[src/rtl/ckg_pkg.sv]
package ckg_pkg;
  localparam int ADDR_W = 3;
  localparam logic [ADDR_W-1:0] ADR_SRC  = 3'd0;
  localparam logic [ADDR_W-1:0] ADR_OSC  = 3'd1;
  localparam logic [ADDR_W-1:0] ADR_AUX  = 3'd2;
  localparam logic [ADDR_W-1:0] ADR_PCLK = 3'd3;
  localparam logic [ADDR_W-1:0] ADR_GEAR = 3'd4;

  typedef struct packed {
    logic [1:0] iosc_wait;
    logic [1:0] xtal_wait;
    logic       iosc_en;
    logic       ls_en;
    logic       xtal_en;
  } osc_ctl_t;
endpackage

[src/rtl/ckg_osc_wait.sv]
module ckg_osc_wait #(
  parameter int CNT_W = 11
) (
  input  logic             clk,
  input  logic             rst,
  input  logic             en,
  input  logic             tick,
  input  logic [CNT_W-1:0] target,
  output logic             rdy
);
  logic [CNT_W-1:0] cnt;

  always_ff @(posedge clk) begin
    if (rst || !en) begin
      cnt <= '0;
      rdy <= 1'b0;
    end else if (tick && !rdy) begin
      if (({1'b0, cnt} + (CNT_W+1)'(1)) >= {1'b0, target}) begin
        rdy <= 1'b1;
        cnt <= '0;
      end else begin
        cnt <= cnt + CNT_W'(1);
      end
    end
  end

  // a disabled oscillator never reports ready
  assert_off_not_ready_R4: assert property (@(posedge clk) disable iff (rst)
    !en |=> !rdy);
  // ready only appears right after one of its own ticks while enabled
  assert_ready_on_tick_R1: assert property (@(posedge clk) disable iff (rst)
    $rose(rdy) |-> ($past(tick) && $past(en)));
endmodule

[src/rtl/ckg_pow2_div.sv]
module ckg_pow2_div #(
  parameter int LOG_MAX = 3,
  parameter int CODE_W  = 2
) (
  input  logic              clk,
  input  logic              rst,
  input  logic              tick,
  input  logic [CODE_W-1:0] code,
  output logic              pulse
);
  logic [LOG_MAX-1:0] cnt;
  logic [LOG_MAX-1:0] mask;

  always_comb mask = ~({LOG_MAX{1'b1}} << code);

  always_ff @(posedge clk) begin
    if (rst) begin
      cnt   <= '0;
      pulse <= 1'b0;
    end else begin
      pulse <= tick && ((cnt & mask) == mask);
      if (tick) cnt <= cnt + LOG_MAX'(1);
    end
  end

  // a divided pulse always stems from an input tick
  assert_pulse_needs_tick_R7: assert property (@(posedge clk) disable iff (rst)
    pulse |-> $past(tick));
endmodule

[src/rtl/ckg_gear_ctrl.sv]
module ckg_gear_ctrl
  import ckg_pkg::*;
#(
  parameter int IOSC_BASE = 64,
  parameter int XTAL_BASE = 1024,
  parameter int LS_WAIT   = 32,
  parameter int DIV_LOG   = 3
) (
  input  logic              clk,
  input  logic              rst,
  input  logic              wr_en,
  input  logic [ADDR_W-1:0] wr_addr,
  input  logic [7:0]        wr_data,
  input  logic              iosc_tick,
  input  logic              ls_tick,
  input  logic              xtal_tick,
  output logic              iosc_rdy,
  output logic              ls_rdy,
  output logic              xtal_rdy,
  output logic              sys_is_ls,
  output logic              hs_is_xtal,
  output logic              sys_tick,
  output logic              core_tick,
  output logic              pclk_tick,
  output logic              aux_tick
);
  localparam int CNT_W = $clog2(XTAL_BASE + 1);

  osc_ctl_t   osc_ctl;
  logic       req_ls, req_xtal;
  logic [1:0] aux_code, pclk_code, gear_code;
  logic [1:0] aux_eff;
  logic       pclk_on;
  logic [CNT_W-1:0] iosc_target, xtal_target, ls_target;
  logic       hs_rdy, sel_tick;

  // register decode
  always_ff @(posedge clk) begin
    if (rst) begin
      osc_ctl   <= '{iosc_wait: 2'd0, xtal_wait: 2'd0, iosc_en: 1'b1,
                     ls_en: 1'b0, xtal_en: 1'b0};
      req_ls    <= 1'b0;
      req_xtal  <= 1'b0;
      aux_code  <= 2'd0;
      pclk_code <= 2'd3;
      gear_code <= 2'd0;
    end else if (wr_en) begin
      case (wr_addr)
        ADR_SRC:  begin req_xtal <= wr_data[1]; req_ls <= wr_data[0]; end
        ADR_OSC:  osc_ctl <= '{iosc_wait: wr_data[7:6], xtal_wait: wr_data[5:4],
                               iosc_en: wr_data[2], ls_en: wr_data[1],
                               xtal_en: wr_data[0]};
        ADR_AUX:  aux_code  <= wr_data[1:0];
        ADR_PCLK: pclk_code <= wr_data[1:0];
        ADR_GEAR: gear_code <= wr_data[1:0];
        default:  ;
      endcase
    end
  end

  // wait targets: code 0 is the longest wait
  always_comb begin
    iosc_target = CNT_W'(IOSC_BASE >> osc_ctl.iosc_wait);
    xtal_target = CNT_W'(XTAL_BASE >> osc_ctl.xtal_wait);
    ls_target   = CNT_W'(LS_WAIT);
  end

  ckg_osc_wait #(.CNT_W(CNT_W)) u_wait_iosc (
    .clk(clk), .rst(rst), .en(osc_ctl.iosc_en), .tick(iosc_tick),
    .target(iosc_target), .rdy(iosc_rdy));
  ckg_osc_wait #(.CNT_W(CNT_W)) u_wait_ls (
    .clk(clk), .rst(rst), .en(osc_ctl.ls_en), .tick(ls_tick),
    .target(ls_target), .rdy(ls_rdy));
  ckg_osc_wait #(.CNT_W(CNT_W)) u_wait_xtal (
    .clk(clk), .rst(rst), .en(osc_ctl.xtal_en), .tick(xtal_tick),
    .target(xtal_target), .rdy(xtal_rdy));

  // pending selections commit only to a ready source
  always_ff @(posedge clk) begin
    if (rst) begin
      hs_is_xtal <= 1'b0;
      sys_is_ls  <= 1'b0;
    end else begin
      if (req_xtal ? xtal_rdy : iosc_rdy) hs_is_xtal <= req_xtal;
      if (req_ls ? ls_rdy : hs_rdy)       sys_is_ls  <= req_ls;
    end
  end

  always_comb begin
    hs_rdy = hs_is_xtal ? xtal_rdy : iosc_rdy;
    if (sys_is_ls) sel_tick = ls_tick && ls_rdy;
    else           sel_tick = hs_is_xtal ? (xtal_tick && xtal_rdy)
                                         : (iosc_tick && iosc_rdy);
    aux_eff = (aux_code == 2'd3) ? 2'd0 : aux_code;
    pclk_on = (pclk_code == 2'd3);
  end

  always_ff @(posedge clk) begin
    if (rst) begin
      sys_tick  <= 1'b0;
      pclk_tick <= 1'b0;
    end else begin
      sys_tick  <= sel_tick;
      pclk_tick <= sel_tick && pclk_on;
    end
  end

  ckg_pow2_div #(.LOG_MAX(DIV_LOG), .CODE_W(2)) u_div_core (
    .clk(clk), .rst(rst), .tick(sel_tick), .code(gear_code), .pulse(core_tick));
  ckg_pow2_div #(.LOG_MAX(DIV_LOG), .CODE_W(2)) u_div_aux (
    .clk(clk), .rst(rst), .tick(sel_tick), .code(aux_eff), .pulse(aux_tick));

  // low-speed selection commits only when that oscillator is ready
  assert_ls_commit_ready_R5: assert property (@(posedge clk) disable iff (rst)
    $rose(sys_is_ls) |-> $past(ls_rdy));
  // crystal selection commits only when the crystal is ready
  assert_xtal_commit_ready_R6: assert property (@(posedge clk) disable iff (rst)
    $rose(hs_is_xtal) |-> $past(xtal_rdy));
  // gated peripheral code yields no peripheral tick
  assert_pclk_gated_R9: assert property (@(posedge clk) disable iff (rst)
    (pclk_code != 2'd3) |=> !pclk_tick);
  // no system tick without a ready selected source
  assert_tick_needs_ready_R10: assert property (@(posedge clk) disable iff (rst)
    sys_tick |-> $past(sys_is_ls ? ls_rdy : hs_rdy));
endmodule

[config.mk]
export PLATFORM = sky130hd
export DESIGN_NAME = ckg_gear_ctrl
export DESIGN_NICKNAME = d
export VERILOG_FILES = /design/src/rtl/ckg_pkg.sv /design/src/rtl/ckg_osc_wait.sv /design/src/rtl/ckg_pow2_div.sv /design/src/rtl/ckg_gear_ctrl.sv
export SDC_FILE = /design/constraint.sdc
export NUM_CORES = 1
export LEC_CHECK = 0
export BUFFER_PORTS_ARGS = -buffer_cell sky130_fd_sc_hd__buf_2
export CAP_MARGIN = 20
export CORE_MARGIN = 1.5
export CORE_UTILIZATION = 45
export DETAILED_ROUTE_END_ITERATION = 10
export MAX_ROUTING_LAYER = met4
export PLACE_DENSITY_LB_ADDON = 0.25
export SLEW_MARGIN = 20
export SYNTH_ARGS = -nofsm -noshare
export SYNTH_HDL_FRONTEND = slang
export SYNTH_SLANG_ARGS = --single-unit
[constraint.sdc]
create_clock -name clk -period 4.2 [get_ports clk]
set_clock_uncertainty 0.15 [all_clocks]
set_input_delay 0.84 -clock clk [delete_from_list [all_inputs] [get_ports clk]]
set_output_delay 0.84 -clock clk [all_outputs]
set_load 0.02 [all_outputs]
Word-level counts from Yosys, hierarchy flattened
Index checks and enable logic that the tools add are counted.
{ "totals": {"reg_bits": 63, "inputBits": 17, "output_inout_bits": 9} }
{ "op_classes": {"n_addsub": 8, "magnitude_cmp": 3, "n_eq_ne": 8, "shifts": 4, "mux": 9, "n_bitwise": 4, "n_reduce_logical": 27} }
{ "op_table": {"columns": ["op", "count"], "rows": [
  ["11-bit by 1-bit adder with 12-bit output (second input constant)", 3],
  ["11-bit by 1-bit adder with 11-bit output (second input constant)", 3],
  ["11-bit 2-to-1 mux", 3],
  ["12-bit by 11-bit >= comparator with 1-bit output", 2],
  ["2-bit AND reduction", 8],
  ["12-bit by 6-bit >= comparator with 1-bit output (second input constant)", 1],
  ["11-bit by 2-bit right shift with 11-bit output (first input constant)", 1],
  ["7-bit by 2-bit right shift with 11-bit output (first input constant)", 1],
  ["1-bit logical AND", 9],
  ["3-bit by 1-bit adder with 3-bit output (second input constant)", 2],
  ["3-bit bitwise AND", 2],
  ["3-bit by 2-bit == test with 1-bit output (second input constant)", 2],
  ["3-bit == test", 2],
  ["1-bit logical NOT", 6],
  ["3-bit NOT", 2],
  ["3-bit by 2-bit << shifter with 3-bit output (first input constant)", 2],
  ["1-bit 2-to-1 mux", 5],
  ["2-bit == test (second input constant)", 2],
  ["3-bit by 1-bit == test with 1-bit output (second input constant)", 1],
  ["3-bit == test (second input constant)", 1],
  ["3-bit logical NOT", 1],
  ["1-bit logical OR", 3],
  ["2-bit 2-to-1 mux", 1]
]} }

Logic depth before layout (Yosys ltp)
Gate-level depths: netlist of the first run.
{ "logic_depth": {"ltp_word": 7, "depth_mapped": 12, "ltp_nobuf": 10} }

Modules after synthesis
From an unflattened synthesis of the first run, not the netlist that was laid out.
{ "unflattened": {"hier_cells": 543, "area_unflattened_um2": 4424.2} }
{ "modules_own_cells": {"columns": ["module", "instances", "cells_per_inst", "area_each_um2", "seq_area_each_um2"], "rows": [
  ["ckg_osc_wait", 3, 140, 1087.3, 240.2],
  ["ckg_gear_ctrl", 1, 87, 834.6, 380.4],
  ["ckg_pow2_div", 2, 18, 163.9, 80.1]
]} }

Worst setup path after synthesis of the first run
Ideal clock, no wire load.
{ "synth_path": {"kind": "reg-to-reg", "startpoint": "reg u_wait_xtal.cnt[2]", "endpoint": "reg u_wait_xtal.cnt[10]", "t_arrival_ns": 2.464, "path_slack_ns": 1.516, "path_stages_with_launch": 12, "n_path_buf": 1, "synth_period_minus_slack_ns": 2.684, "cell_sequence": "dfxtp_1 and3_1 clkbuf_1 nand4_1 xor2_1 inv_1 ha_1 o21a_1 o211ai_1 nand2_1 or4b_2 a21oi_1"} }
{ "synth_between": {"elab_chain_len": 3} }
{ "synth_lines": {"columns": ["element", "line_no", "rtl"], "rows": [
  ["start: declaration", "ckg_osc_wait.sv:11", "logic [CNT_W-1:0] cnt;"],
  ["start signal: assignment", "ckg_osc_wait.sv:22", "cnt <= cnt + CNT_W'(1);"],
  ["11-bit by 1-bit adder with 12-bit output", "ckg_osc_wait.sv:18", "if (({1'b0, cnt} + (CNT_W+1)'(1)) >= {1'b0, target}) begin"],
  ["12-bit by 11-bit >= comparator with 1-bit output", "ckg_osc_wait.sv:18", null],
  ["11-bit 2-to-1 mux (*)", "ckg_osc_wait.sv:18", null]
]} }
Mark *: on every way between the ends. The rest lies on a longest branch, timed or not.
A chain may end at the register's enable or synchronous reset.

Worst setup path after layout of the first run
{ "layout_path": {"startpoint": "reg u_wait_xtal.cnt[0]", "endpoint": "reg u_wait_xtal.cnt[10]"} }
Same word-level chain as after synthesis.

==> flow_metrics.env, run 1 <==
export IMPL_setup_worst_path_start_class="flop"
export IMPL_routabilityCongestion=0.851
export IMPL_synthesis_area_um2=3210
export IMPL_numCtsBuffers=9
export IMPL_hpwl_um=4470
export IMPL_leakagePower_uw=0.00142
export IMPL_worstReg2RegStart="u_wait_xtal.cnt[0]"
export IMPL_vdd_drop_max_v=0.000202
export IMPL_pin_count=26
export IMPL_wl_met3_um=187
export IMPL_antenna_found_initial=0
export IMPL_hold_end="pclk_code[0]"
export IMPL_path_max_fanout=13
export IMPL_hold_slack_ns=0.304
export IMPL_yosys_warnings=0
export IMPL_slew_headroom_pct=42.1
export IMPL_worst_pin_slew_ns=0.869
export IMPL_drtAntennaViolNets=0
export IMPL_dr_pass1_iters=4
export IMPL_final_hold_violation_count=0
export IMPL_port_buffers=24
export IMPL_drtIter0Drc=79
export IMPL_post_cts_buffers=0
export IMPL_period_share_pct=75.2
export IMPL_timing_rr_end="u_wait_xtal.cnt[10]"
export IMPL_hold_class="reg2reg"
export IMPL_worstRegToRegCells=10
export IMPL_grt_usage_pct=18.8
export IMPL_routed_wl_um=6260
export IMPL_setup_tns_ns=0
export IMPL_grt_max_degree=32
export IMPL_cts_tree="done"
export IMPL_synth_edf_count=0
export IMPL_wl_met2_um=3020
export IMPL_drc_errors=0
export IMPL_coreArea_um2=6830
export IMPL_min_period_ns=3.16
export IMPL_overflow=0
export IMPL_fill_cells=682
export IMPL_root_buffer="clkbuf_8"
export IMPL_clk_path_buf_depth=2
export IMPL_seq_area_um2=1260
export IMPL_regToRegSetupSlack_ns=1.04
export IMPL_dpl_cell_area_um2=3420
export IMPL_grt_pass1_vias=2554
export IMPL_ys_seq_area_share_pct=39.3
export IMPL_crit_required_ns=4.32
export IMPL_final_layout_size_suffix_gt1_share_pct=13.4
export IMPL_num_rows=30
export IMPL_cts_max_level=3
export IMPL_wl_met1_um=3000
export IMPL_synth_fp_nets=406
export IMPL_syn2layout_area_growth_pct=12.4
export IMPL_dr_max_layer_used="met4"
export IMPL_routedWlPerCell_um=12.5
export IMPL_min_from="pclk_code[0]"
export IMPL_finalInstanceArea_um2=3610
export IMPL_grt_pass1_wl_um=11100
export IMPL_synth_seq_cells=63
export IMPL_fin_util_pct=52.8
export IMPL_avgSynthCellArea_um2=8.58
export IMPL_synthCells=374
export IMPL_vias=2649
export IMPL_maxCapViolations=0
export IMPL_fp_dieW_um=87.5
export IMPL_post_cts_resized=0
export IMPL_synthDistinctLibCells=53
export IMPL_multi_input_area_um2=1850
export IMPL_drv_slew=0
export IMPL_outcome="finished, final reports clean"
export IMPL_fp_dieH_um=87.5
export IMPL_crit_type="reg2reg"
export IMPL_vias_per_cell=5.31
export IMPL_setup_worst_path_end_class="flop"
export IMPL_clk_insertion_delay_late_ns=0.33
export IMPL_fmax_ghz=0.316
export IMPL_clkSinkCount=63
export IMPL_powerDensity_nw_per_um2=318
export IMPL_cts_clk_slew_worst_paths_ns=0.07
export IMPL_antenna_cells=0
export IMPL_die_area_um2=7650
export IMPL_ys_flop_type="dfxtp_1"
export IMPL_start_util_pct=47.0
export IMPL_async_flop_share_pct=0
export IMPL_critPathArrivalTime_ns=3.28
export IMPL_final_nets=430
export IMPL_holdPathStages=1
export IMPL_rsz0062_at_grt="no"
export IMPL_ctsHoldBuffers=0
export IMPL_finalSetupViolations=0
[worst max-delay path by stage]
stage	startpoint	end	slack [ns]	depth (start not counted)
floorplan	u_wait_xtal.cnt[2]	u_wait_xtal.cnt[10]	1.52	11
global placement	u_wait_xtal.cnt[0]	u_wait_xtal.cnt[10]	1.06	10
detailed placement	u_wait_xtal.cnt[0]	u_wait_xtal.cnt[10]	1.02	10
CTS	u_wait_xtal.cnt[0]	u_wait_xtal.cnt[10]	1.01	10
global route	u_wait_xtal.cnt[0]	u_wait_xtal.cnt[10]	0.74	10
finish	u_wait_xtal.cnt[0]	u_wait_xtal.cnt[10]	1.04	10
[cell type report]
| cell class | count | share of cell area [%] |
|---|---|---|
| clock buffer | 11 | 4.20 |
| clock inverter | 5 | 0.902 |
| inverter | 16 | 1.66 |
| multi-input combinational | 283 | 51.4 |
| sequential | 63 | 35.0 |
| tap | 96 | 3.33 |
| timing repair buffer | 25 | 3.54 |
[stage by stage]
| stage | power [µW] | setup WS (ns) | std cells |
|---|---|---|---|
| floorplan | 660 | 1.52 | 374 |
| finish | 1150 | 1.04 | 499 |
| CTS | 1170 | 1.01 | 499 |
| global placement | 681 | 1.06 | 483 |
| global route | 1200 | 0.741 | 499 |
| detailed placement | 682 | 1.02 | 483 |
[cell families after synthesis]
| logic type | Yosys count | share of synthesized area [%] |
|---|---|---|
| and+or+nand+nor | 176 | 28.6 |
| DFF | 63 | 39.3 |
| AOI/OAI and AO/OA | 59 | 13.4 |
| buffers and inverters | 28 | 3.31 |
| xor gates and xnor gates | 19 | 5.18 |
| adders and majority gates | 15 | 5.85 |
| muxes | 14 | 4.36 |
[critical path, stage by stage (launching register included)]
cell      delay (ns)
dfxtp_1         0.36
ha_1            0.19
nand3_1         0.18
nor3_1          0.30
xor2_1          0.23
ha_1            0.26
o21a_1          0.10
o211ai_1        0.17
nand2_1         0.28
or4b_2          0.71
a21oi_1         0.15
[synth_stat cells, types with 4 or more instances]
| cell | n | area share, % |
|---|---|---|
| and2_1 | 10 | 1.9 |
| ha_1 | 15 | 5.8 |
| xnor2_1 | 10 | 2.7 |
| and3_1 | 12 | 2.3 |
| a32o_1 | 4 | 1.2 |
| nor2b_1 | 9 | 1.8 |
| o31ai_1 | 4 | 0.94 |
| xor2_1 | 9 | 2.5 |
| inv_1 | 16 | 1.9 |
| nor4_1 | 7 | 1.4 |
| o21ai_0 | 8 | 1.2 |
| nand3_1 | 13 | 2.0 |
| nand4_1 | 6 | 1.2 |
| nor2_1 | 46 | 5.4 |
| nand2b_1 | 7 | 1.4 |
| nor3_1 | 7 | 1.1 |
| clkbuf_1 | 9 | 1.1 |
| a21oi_1 | 15 | 2.3 |
| or2_2 | 4 | 0.78 |
| nand2_1 | 34 | 4.0 |
| mux2i_1 | 14 | 4.4 |
| dfxtp_1 | 63 | 39 |
| o2111ai_1 | 5 | 1.4 |
[cell usage in the layout, fill, tap and decap left out, drive strengths merged, types with 10 or more instances in the layout]
| master | n |
|---|---|
| a21oi | 15 |
| and2 | 11 |
| and3 | 14 |
| buf | 25 |
| clkbuf | 11 |
| dfxtp | 63 |
| ha | 15 |
| inv | 16 |
| mux2i | 14 |
| nand2 | 34 |
| nand3 | 13 |
| nor2 | 46 |
| xnor2 | 10 |
[metal layers]
layer | GRT usage (%) | up-vias
li1 | - | 1387
met1 | 22.5 | 1226
met2 | 31.3 | 30
met3 | 5.31 | 6
met4 | 4.47 | 0
met5 | - | -
[flip-flops by register name, indices dropped and copies added (netlist names)]
signal	count
u_wait_iosc.cnt	11
u_wait_ls.cnt	11
u_wait_xtal.cnt	11
osc_ctl	7
u_div_aux.cnt	3
u_div_core.cnt	3
aux_code	2
gear_code	2
pclk_code	2
hs_is_xtal	1
pclk_tick	1
req_ls	1
req_xtal	1
sys_is_ls	1
sys_tick	1
u_div_aux.pulse	1
u_div_core.pulse	1
u_wait_iosc.rdy	1
u_wait_ls.rdy	1
u_wait_xtal.rdy	1
[power by group]
part	leakage (µW)	switching [µW]	internal, µW
clock network	0.0000873	236	244
logic	0.000823	35.9	22.2
registers	0.000508	6.35	603
total	0.00142	278	870
Note: power is estimated with default switching activity, not from simulation.
==> inputs of run 2 (changes only) <==
- clock period: 4.2 -> 3.2 ns (I/O delays scaled with it)
==> run 2 against run 1 <==
  * Die area did not move
  * First-iteration DRC count grew 8.9%
  * Total power up 30%
  * Global-route usage down 0.16 points
  * Sequential share of layout area down 0.35 points
  * Utilization grew 0.53 points
  * Largest power group unchanged
  * Register-to-register slack worse by 0.75 ns
  * Fmax up 8.7%
  * Setup slack worse by 0.75 ns
  * Non-clock buffer count increased by 7
==> flow_metrics.env, run 2 (same netlist as run 1, synthesis figures left out) <==
export IMPL_grt_pass1_wl_um=10800
export IMPL_hold_end="u_wait_xtal.cnt[10]"
export IMPL_hold_class="reg2reg"
export IMPL_leakagePower_uw=0.00144
export IMPL_outcome="finished, final reports clean"
export IMPL_fp_dieH_um=87.5
export IMPL_clk_path_buf_depth=2
export IMPL_drtAntennaViolNets=0
export IMPL_syn2layout_area_growth_pct=13.5
export IMPL_drc_errors=0
export IMPL_crit_type="reg2reg"
export IMPL_final_layout_size_suffix_gt1_share_pct=14.6
export IMPL_top_regs="u_wait_iosc.cnt: 11 flops, u_wait_ls.cnt: 11 flops, u_wait_xtal.cnt: 11 flops"
export IMPL_post_cts_buffers=0
export IMPL_final_nets=437
export IMPL_seq_area_um2=1260
export IMPL_drtIter0Drc=86
export IMPL_min_period_ns=2.91
export IMPL_fmax_ghz=0.344
export IMPL_final_common_cell="dfxtp_1"
export IMPL_worstRegToRegCells=10
export IMPL_period_share_pct=90.8
export IMPL_worst_pin_slew_ns=0.654
export IMPL_post_cts_resized=0
export IMPL_setup_ws_ns=0.293
export IMPL_maxCapViolations=0
export IMPL_cts_max_level=3
export IMPL_grt_max_degree=17
export IMPL_grt_pass1_vias=2419
export IMPL_setup_worst_path_end_class="flop"
export IMPL_cts_tree="done"
export IMPL_rsz0062_at_grt="no"
export IMPL_antenna_found_initial=0
export IMPL_coreArea_um2=6830
export IMPL_root_buffer="clkbuf_8"
export IMPL_hpwl_um=4660
export IMPL_routed_wl_um=6440
export IMPL_fin_util_pct=53.3
export IMPL_place_ws_ns=0.299
export IMPL_critPathArrivalTime_ns=3.02
export IMPL_setup_tns_ns=0
export IMPL_clkSinkCount=63
export IMPL_slew_headroom_pct=56.2
export IMPL_cp_startpoint="u_wait_xtal.cnt[0]"
export IMPL_fp_dieW_um=87.5
export IMPL_multi_input_area_um2=1850
export IMPL_dr_pass1_iters=4
export IMPL_layout_common_cells="dfxtp_1 (63), nor2_1 (46), nand2_1 (34), buf_2 (24), inv_1 (16)"
export IMPL_regToRegSetupSlack_ns=0.29
export IMPL_num_rows=30
export IMPL_path_max_fanout=6
export IMPL_final_cells=506
export IMPL_grt_usage_pct=18.7
export IMPL_fill_cells=690
export IMPL_die_area_um2=7650
export IMPL_worstReg2RegStart="u_wait_xtal.cnt[0]"
export IMPL_min_from="u_wait_xtal.cnt[10]"
export IMPL_cts_clk_slew_worst_paths_ns=0.07
export IMPL_port_buffers=24
export IMPL_dp_cells=490
export IMPL_timing_rr_end="u_wait_xtal.cnt[10]"
export IMPL_setup_worst_path_start_class="flop"
export IMPL_drv_slew=0
export IMPL_holdPathStages=2
export IMPL_vdd_drop_max_v=0.000281
export IMPL_routabilityCongestion=0.893
export IMPL_vias=2674
export IMPL_vias_per_cell=5.28
export IMPL_pin_count=26
export IMPL_start_util_pct=47.0
export IMPL_numCtsBuffers=9
export IMPL_crit_required_ns=3.32
export IMPL_finalSetupViolations=0
export IMPL_powerDensity_nw_per_um2=408
export IMPL_routedWlPerCell_um=12.7
export IMPL_overflow=0
export IMPL_final_hold_violation_count=0
export IMPL_ctsHoldBuffers=0
export IMPL_antenna_cells=0
export IMPL_clk_insertion_delay_late_ns=0.34
## run 2: cell types whose count changed in the layout (fill, tap and decap cells not counted), sizes merged
cell / previous run / this run
clkbuf: 11 / 9
clkinvlp: 3 / 4
inv: 16 / 17
buf: 25 / 32
## run 2: how the worst max path moves through the flow
stage                           to  slack, ns  cells past startpoint
2_1_floorplan  u_wait_xtal.cnt[10]       0.52                     11
3_3_place_gp   u_wait_xtal.cnt[10]       0.35                     10
3_5_place_dp   u_wait_xtal.cnt[10]       0.30                     10
4_1_cts        u_wait_xtal.cnt[10]       0.26                     10
5_1_grt         u_wait_xtal.cnt[2]       0.04                     11
6_report       u_wait_xtal.cnt[10]       0.29                     10
## run 2: metal layers
layer / track usage (%) / vias up / part of all wire [%]
met5: - / - / 0
met4: 5.63 / 0 / 0.92
met3: 5.12 / 7 / 2.8
met2: 29.7 / 30 / 48
met1: 23.1 / 1244 / 49
li1: - / 1393 / -
## run 2: worst max-delay path, cell delays in order (launching register included)
cell and delay [ns]:
dfxtp_1 0.37, ha_1 0.19, nand3_1 0.11, nor3_1 0.27, xor2_1 0.22, ha_1 0.26
o21a_1 0.10, o211ai_1 0.19, nand2_1 0.17, or4b_2 0.65, a21oi_1 0.15
## run 2: report_power, final
part / internal, µW / switching [µW] / total (µW)
Sequential: 792 / 8.70 / 801
Clock: 280 / 326 / 606
Combinational: 31.9 / 49.1 / 81.0
Total: 1100 / 384 / 1490
## run 2: layout make-up
| type | instances | area share, % |
|---|---|---|
| multi-input cells | 283 | 50.8 |
| flip-flops and latches | 63 | 34.6 |
| repair buffers | 32 | 4.95 |
| clock buffers | 9 | 3.40 |
| well taps | 96 | 3.30 |
| inverters | 16 | 1.65 |
| clock inverters | 7 | 1.34 |
## run 2: through the flow
step | cell area, µm² | power [µW] | hold WS (ns)
global placement | 3470 | 897 | 0.290
finish | 3640 | 1490 | 0.312
detailed placement | 3470 | 899 | 0.308
CTS | 3640 | 1510 | 0.318
floorplan | 3210 | 867 | 0.277
global route | 3640 | 1550 | 0.341
